--- src/rtl/burst_seq_pkg.sv ---
package burst_seq_pkg;
  localparam int BEAT_W = 2;
  typedef logic [BEAT_W-1:0] beat_t;
  typedef enum logic {
    ORD_LINEAR     = 1'b0,
    ORD_INTERLEAVE = 1'b1
  } order_e;
endpackage

--- src/rtl/burst_step_qual.sv ---
module burst_step_qual #(
  parameter int LANES = 2
) (
  input  logic             proc_strobe_n,
  input  logic             ctrl_strobe_n,
  input  logic             adv_n,
  input  logic [LANES-1:0] byte_sel_n,
  output logic             load,
  output logic             step
);
  logic strobes_idle;
  logic read_step;
  logic write_step;

  always_comb begin
    // Either strobe starts a burst; load outranks any advance request.
    load         = !proc_strobe_n || !ctrl_strobe_n;
    strobes_idle = proc_strobe_n && ctrl_strobe_n;
    read_step    = strobes_idle && !adv_n;
    // A write beat steps when a lane select and advance are both low.
    write_step   = strobes_idle && !adv_n && (|(~byte_sel_n));
    step         = read_step || write_step;
  end
endmodule

--- src/rtl/burst_beat_ctr.sv ---
module burst_beat_ctr
  import burst_seq_pkg::*;
#(
  parameter int ADDR_W = 19,
  localparam int HI_W  = ADDR_W - BEAT_W
) (
  input  logic              clk,
  input  logic              rst,
  input  logic              load,
  input  logic              step,
  input  logic [ADDR_W-1:0] load_addr,
  output beat_t             start_nxt,
  output beat_t             cnt_nxt,
  output logic [HI_W-1:0]   hi_nxt,
  output beat_t             cnt_q
);
  beat_t           start_q;
  logic [HI_W-1:0] hi_q;

  always_comb begin
    start_nxt = start_q;
    cnt_nxt   = cnt_q;
    hi_nxt    = hi_q;
    if (rst) begin
      start_nxt = '0;
      cnt_nxt   = '0;
      hi_nxt    = '0;
    end else if (load) begin
      start_nxt = load_addr[BEAT_W-1:0];
      cnt_nxt   = '0;
      hi_nxt    = load_addr[ADDR_W-1:BEAT_W];
    end else if (step) begin
      cnt_nxt   = cnt_q + beat_t'(1);
    end
  end

  always_ff @(posedge clk) begin
    start_q <= start_nxt;
    cnt_q   <= cnt_nxt;
    hi_q    <= hi_nxt;
  end

  assert_count_step_R4: assert property (@(posedge clk) disable iff (rst)
    (step && !load) |=> (cnt_q == beat_t'($past(cnt_q) + 2'd1)));

  assert_count_clear_R2: assert property (@(posedge clk) disable iff (rst)
    load |=> (cnt_q == '0));

  assert_count_wrap_R10: assert property (@(posedge clk) disable iff (rst)
    (step && !load && cnt_q == 2'd3) |=> (cnt_q == 2'd0));
endmodule

--- src/rtl/burst_order_map.sv ---
module burst_order_map
  import burst_seq_pkg::*;
(
  input  beat_t  start_lo,
  input  beat_t  count,
  input  order_e order,
  output beat_t  addr_lo
);
  beat_t xor_form;
  beat_t add_form;

  always_comb begin
    xor_form = start_lo ^ count;
    add_form = start_lo + count;
    addr_lo  = (order == ORD_INTERLEAVE) ? xor_form : add_form;
  end
endmodule

--- src/rtl/burst_addr_seq.sv ---
module burst_addr_seq
  import burst_seq_pkg::*;
#(
  parameter int ADDR_W = 19,
  parameter int LANES  = 2
) (
  input  logic              clk,
  input  logic              rst,
  input  logic [ADDR_W-1:0] start_addr,
  input  logic              proc_strobe_n,
  input  logic              ctrl_strobe_n,
  input  logic              adv_n,
  input  logic [LANES-1:0]  byte_sel_n,
  input  logic              order_sel,
  output logic [ADDR_W-1:0] burst_addr
);
  localparam int HI_W = ADDR_W - BEAT_W;

  logic            load;
  logic            step;
  beat_t           start_nxt;
  beat_t           cnt_nxt;
  beat_t           cnt_q;
  beat_t           lo_nxt;
  logic [HI_W-1:0] hi_nxt;
  order_e          order;

  assign order = order_e'(order_sel);

  burst_step_qual #(.LANES(LANES)) u_qual (
    .proc_strobe_n (proc_strobe_n),
    .ctrl_strobe_n (ctrl_strobe_n),
    .adv_n         (adv_n),
    .byte_sel_n    (byte_sel_n),
    .load          (load),
    .step          (step)
  );

  burst_beat_ctr #(.ADDR_W(ADDR_W)) u_ctr (
    .clk       (clk),
    .rst       (rst),
    .load      (load),
    .step      (step),
    .load_addr (start_addr),
    .start_nxt (start_nxt),
    .cnt_nxt   (cnt_nxt),
    .hi_nxt    (hi_nxt),
    .cnt_q     (cnt_q)
  );

  burst_order_map u_map (
    .start_lo (start_nxt),
    .count    (cnt_nxt),
    .order    (order),
    .addr_lo  (lo_nxt)
  );

  always_ff @(posedge clk) begin
    burst_addr <= {hi_nxt, lo_nxt};
  end

  assert_proc_load_R2: assert property (@(posedge clk) disable iff (rst)
    !proc_strobe_n |=> (burst_addr == $past(start_addr)));

  assert_ctrl_load_R3: assert property (@(posedge clk) disable iff (rst)
    (proc_strobe_n && !ctrl_strobe_n) |=> (burst_addr == $past(start_addr)));

  assert_hold_R5: assert property (@(posedge clk) disable iff (rst)
    (proc_strobe_n && ctrl_strobe_n && adv_n && order_sel == $past(order_sel))
    |=> $stable(burst_addr));

  assert_lane_no_step_R6: assert property (@(posedge clk) disable iff (rst)
    (proc_strobe_n && ctrl_strobe_n && adv_n && (|(~byte_sel_n)))
    |=> $stable(cnt_q));

  assert_upper_fixed_R9: assert property (@(posedge clk) disable iff (rst)
    (proc_strobe_n && ctrl_strobe_n)
    |=> (burst_addr[ADDR_W-1:BEAT_W] == $past(burst_addr[ADDR_W-1:BEAT_W])));
endmodule

--- config.mk ---
export PLATFORM = sky130hd
export DESIGN_NAME = burst_addr_seq
export DESIGN_NICKNAME = d
export VERILOG_FILES = /design/src/rtl/burst_seq_pkg.sv /design/src/rtl/burst_step_qual.sv /design/src/rtl/burst_beat_ctr.sv /design/src/rtl/burst_order_map.sv /design/src/rtl/burst_addr_seq.sv
export SDC_FILE = /design/constraint.sdc
export NUM_CORES = 1
export LEC_CHECK = 0
export CAP_MARGIN = 20
export CELL_PAD_IN_SITES_DETAIL_PLACEMENT = 1
export CELL_PAD_IN_SITES_GLOBAL_PLACEMENT = 1
export CORE_MARGIN = 1
export CORE_UTILIZATION = 26
export DETAILED_ROUTE_END_ITERATION = 10
export GPL_TIMING_DRIVEN = 0
export HOLD_SLACK_MARGIN = 0.05
export PLACE_DENSITY_LB_ADDON = 0.25
export SYNTH_ARGS = -nofsm -noshare
export SYNTH_HDL_FRONTEND = slang
export SYNTH_SLANG_ARGS = --single-unit
--- constraint.sdc ---
create_clock -name clk -period 2.2 [get_ports clk]
set_clock_uncertainty 0.15 [all_clocks]
set_input_delay 0.33 -clock clk [delete_from_list [all_inputs] [get_ports clk]]
set_output_delay 0.33 -clock clk [all_outputs]
set_load 0.02 [all_outputs]
# --- After elaboration in Yosys (flattened, before gate mapping) ---
# Cells that the tools add are included.
# Widths: inputs -> output; s select.
classes:
  add_sub_neg: 2
  mux: 8
  n_bitwise: 2
  n_reduce_logical: 9
ops:
  columns: ["op", "count"]
  rows:
  - ["$mux 17", 2]
  - ["$mux 2", 6]
  - ["$logic_and 1x1->1", 3]
  - ["$logic_not 1->1", 3]
  - ["$add 2x1->2 const B", 1]
  - ["$add 2x2->2", 1]
  - ["$logic_or 1x1->1", 2]
  - ["$not 2->2", 1]
  - ["$reduce_or 2->1", 1]
  - ["$xor 2x2->2", 1]
word_totals:
  register_bits: 40
  inputBits: 27
  wordCells: 25

# --- Longest topological paths before layout ---
depth:
  depth_word: 9
  ltp_mapped: 9
  mapped_depth_nobuf: 7

# --- Hierarchy ---
# From an unflattened synthesis, not the netlist that was laid out.
hier_totals:
  cells_unflattened: 94
  area_unflattened_um2: 1228.7
modules_own_cells:
  columns: ["module", "instances", "cells_per_inst", "area_each_um2", "seq_area_each_um2"]
  rows:
  - ["burst_beat_ctr", 1, 69, 799.5, 420.4]
  - ["burst_addr_seq", 1, 19, 380.4, 380.4]
  - ["burst_order_map", 1, 4, 36.3, 0.0]
  - ["burst_step_qual", 1, 2, 12.5, 0.0]

# --- Least setup slack after synthesis ---
# No wires, ideal clock.
synth_timing:
  path_kind: "input to register"
  start: "input proc_strobe_n"
  end: "register burst_addr[1]"
  arrival_ns: 1.468
  path_slack_ns: 0.461
  path_stages: 9
  n_path_buf: 2
  path_cell_list: "and2_2 > buf_4 > buf_4 > nand2_1 > a21oi_1 > ha_1 > nor2b_1 > xnor2_1 > xnor2_1"
synth_between:
  elab_cells_between_ends: 14
  cone_classes: "1 x add/sub; 6 x mux; 1 x bitwise; 6 x reduce/logical"
synth_rtl:
  columns: ["item", "line", "text"]
  rows:
  - ["start, declared", "burst_addr_seq.sv:10", "input logic proc_strobe_n,"]
  - ["$logic_not 1->1", "burst_step_qual.sv:17", "load = !proc_strobe_n || !ctrl_strobe_n;"]
  - ["$logic_or 1x1->1", "burst_step_qual.sv:17", null]
  - ["$mux 2", "burst_beat_ctr.sv:28", "end else if (load) begin"]
  - ["$mux 2", "burst_beat_ctr.sv:24", "if (rst) begin"]
  - ["named net start_nxt[0]", "burst_addr_seq.sv:21", "beat_t start_nxt;"]
  - ["$add 2x2->2", "burst_order_map.sv:14", "add_form = start_lo + count;"]
  - ["$mux 2", "burst_order_map.sv:15", "addr_lo = (order == ORD_INTERLEAVE) ? xor_form : add_form;"]
  - ["named net lo_nxt[1]", "burst_addr_seq.sv:24", "beat_t lo_nxt;"]
  - ["end signal, assigned", "burst_addr_seq.sv:59", "burst_addr <= {hi_nxt, lo_nxt};"]
  - ["end, declared", "burst_addr_seq.sv:15", "output logic [ADDR_W-1:0] burst_addr"]
# The timed path passes the listed nets, and every way through them passes these cells.

# --- Final worst setup path ---
# Same ends and word-level chain as after synthesis.

==> run summary <==
Status - completed
Iteration-0 DRC Markers - 25
Tot GR Track Use - 12.95%
Initial Util - 27.58%
FF+latch count, synth - 23
Std cell rows - 20
Fin. max-slew vios - 0
Main synth FF type - dfxtp_1
VDD IR max - 0.0002840 V
Sequential fraction of the synthesis area - 54.68%
Critical Path AT - 2.16 ns
Top-area cell type share of the netlist area - 54.68%
Warnings, synthesis - 0
CORE AREA - 3053 µm²
Synth unique cells - 15
Top fanout value on the critical path - 10
Top-count cell post-synth - nand2_1
Worst hold path startpoint - u_ctr.hi_q[13]
Rel. slew slack - 82.27%
Mean Syn Cell Area - 8.681 µm²
Leak - 0.0005308 µW
Die Ht - 58.91 µm
Setup violators final - 0
Footprint of the multi-input gates - 354.1 µm²
Share of layout cells above drive strength 1 - 11.11%
Initial antenna violation count - 0
Crit share post-route - 93.83%
# DRC - 0
First-pass GRT wire length - 3367 µm
Total Wirelength - 2078 µm
Pre-antenna DRT Iters - 3
IO buf count - 43
CP Launch Point - proc_strobe_n
Number of flops mapped to enable cells by yosys - 0
Period minus WS final - 2.064 ns
RSZ-0062 raised after global routing - false
Nets@finish - 173
Detail Route Antenna Nets - 0
Die width - 58.91 µm
Crit Path Class - in2reg
P&R area growth vs syn - 62.41%
Final Non-Filler Cells - 188
Post-CTS setup buffer count - 0
CTS Root Cell - clkbuf_4
Htree depth - 1
Post-synth ARST share - 0%
Largest net degree at the start of global routing - 14
Fmax - 0.4844 GHz
Number of buffers created by CTS - 3
Vias in the first global route - 824
Placed instance count - 184
CTS tree - built
Most frequent cells after synthesis - nand2_1 (37), dfxtp_1 (23), a21oi_1 (18)
CP startpoint kind - input pin
R2R Path Start - u_ctr.cnt_q[0]
Vias - 789
Leading area contributor after synthesis - dfxtp_1
Power density cells - 601.2 nW/µm²
Fillers - 390
WL/cell - 11.05 µm
FF/Latch Area - 460.4 µm²
Mapped Area - 842.1 µm²
Final hold violation count - 0
PnR Total Power - 822.1 µW
Clock sinks - 23
Syn nets - 125
Cts hold-fix bufs - 0
Clk buf depth - 2
HPWL Detailed - 1618 µm
Remaining Overflow, GRT - 0
HP Class - reg2reg
Slew of the pin with the lowest slew margin - 0.2637 ns
Required time worst endpoint - 2.30 ns
Via density - 4.197
N_diodes - 0
Worst-path clk slew - 0.13 ns
Die area - 3470 µm²
Max-Cap Viols - 0
RePlAce Congestion - 0.6954
Clock Latency Late Sink - 0.31 ns
Ranking of synthesized cells by area - dfxtp_1 (55%), nand2_1 (16%), a21oi_1 (11%)
Ports - 46
CP endpoint kind - register
Mapped Cells - 97
-- worst max-delay path: stages --
cell and delay [ns]:
clkdlybuf4s50_1 0.52, and2_2 0.15, buf_4 0.15, buf_4 0.18, nand2_1 0.08, a21oi_2 0.15, ha_1 0.15, nor2b_1 0.16
xnor2_1 0.15, xnor2_1 0.14
-- final cells by class --
class / instances / share of cell area, %
Clock inverter: 1 / 0.3660
Clock buffer: 3 / 1.647
Sequential cell: 23 / 33.67
Tap cell: 44 / 4.026
Timing Repair Buffer: 43 / 31.47
Multi-Input combinational cell: 68 / 25.89
Buffer: 6 / 2.928
-- layer usage --
layer  up-vias  global-route usage (%)  share of wire [%]
met3         2                   2.198                4.7
met2        21                   24.35                 52
met4         0                   6.122               0.58
li1        406                       -                  -
met5         -                       0                  0
met1       360                   13.90                 43
-- cells in the final DEF, fill, tap and decap left out --
cell type and instances:
clkdlybuf4s50_1 43, nand2_1 37, dfxtp_1 23, a21oi_1 17, buf_4 4, xnor2_1 3
clkbuf_4 3, buf_2 2, nor2b_1 2, nor2b_2 1, nor3_2 1, nand3_1 1
a21bo_1 1, a21oi_4 1, nor4_2 1, and2_2 1, a21oi_2 1, ha_1 1
clkinv_2 1
-- flip-flops by register name, summed over array words and instances (netlist names) --
name / count
burst_addr: 3
u_ctr.cnt_q: 2
u_ctr.hi_q: 16
u_ctr.start_q: 2
-- where the power goes --
group	switching (µW)	internal, µW	total (µW)
clock network	127	67.9	195
registers	10.9	442	452
logic	77.5	96.9	174
-- through the flow --
step,setup slack [ns],area (µm²),utilization [%],setup TNS (ns),hold WS (ns)
after floorplan,0.4608,842.1,-,0,0.2469
after global placement,-0.2473,1328,43.48,-0.2473,0.2865
after detailed placement,-0.3094,1328,43.48,-0.3131,0.2953
after CTS,0.007609,1355,44.39,0,0.3126
after global routing,0.001259,1368,44.80,0,0.3344
final,0.1357,1368,44.80,0,0.3108
-- cells by family after synthesis --
| family | count (synthesis) | synth area share [%] |
|---|---|---|
| AOI/OAI and AO/OA | 20 | 13.82 |
| xor gates and xnor gates | 3 | 3.121 |
| adders and majority gates | 1 | 1.486 |
| buffers and inverters | 6 | 4.457 |
| DFF | 23 | 54.68 |
| and+or+nand+nor | 44 | 22.44 |
-- what timing repair did --
item                       CTS  global route
resized for setup            0             4
hold endpoints to repair     0             0
setup endpoints to repair    0             1
-- final timing paths --
path / to / slack (ns) / depth (start not counted)
max: burst_addr[1] / 0.14 / 10
max reg2reg: burst_addr[1] / 0.60 / 6
min: u_ctr.hi_q[13] / 0.31 / 2
min reg2reg: u_ctr.hi_q[13] / 0.31 / 2
Power figures use the tool's default switching activity.
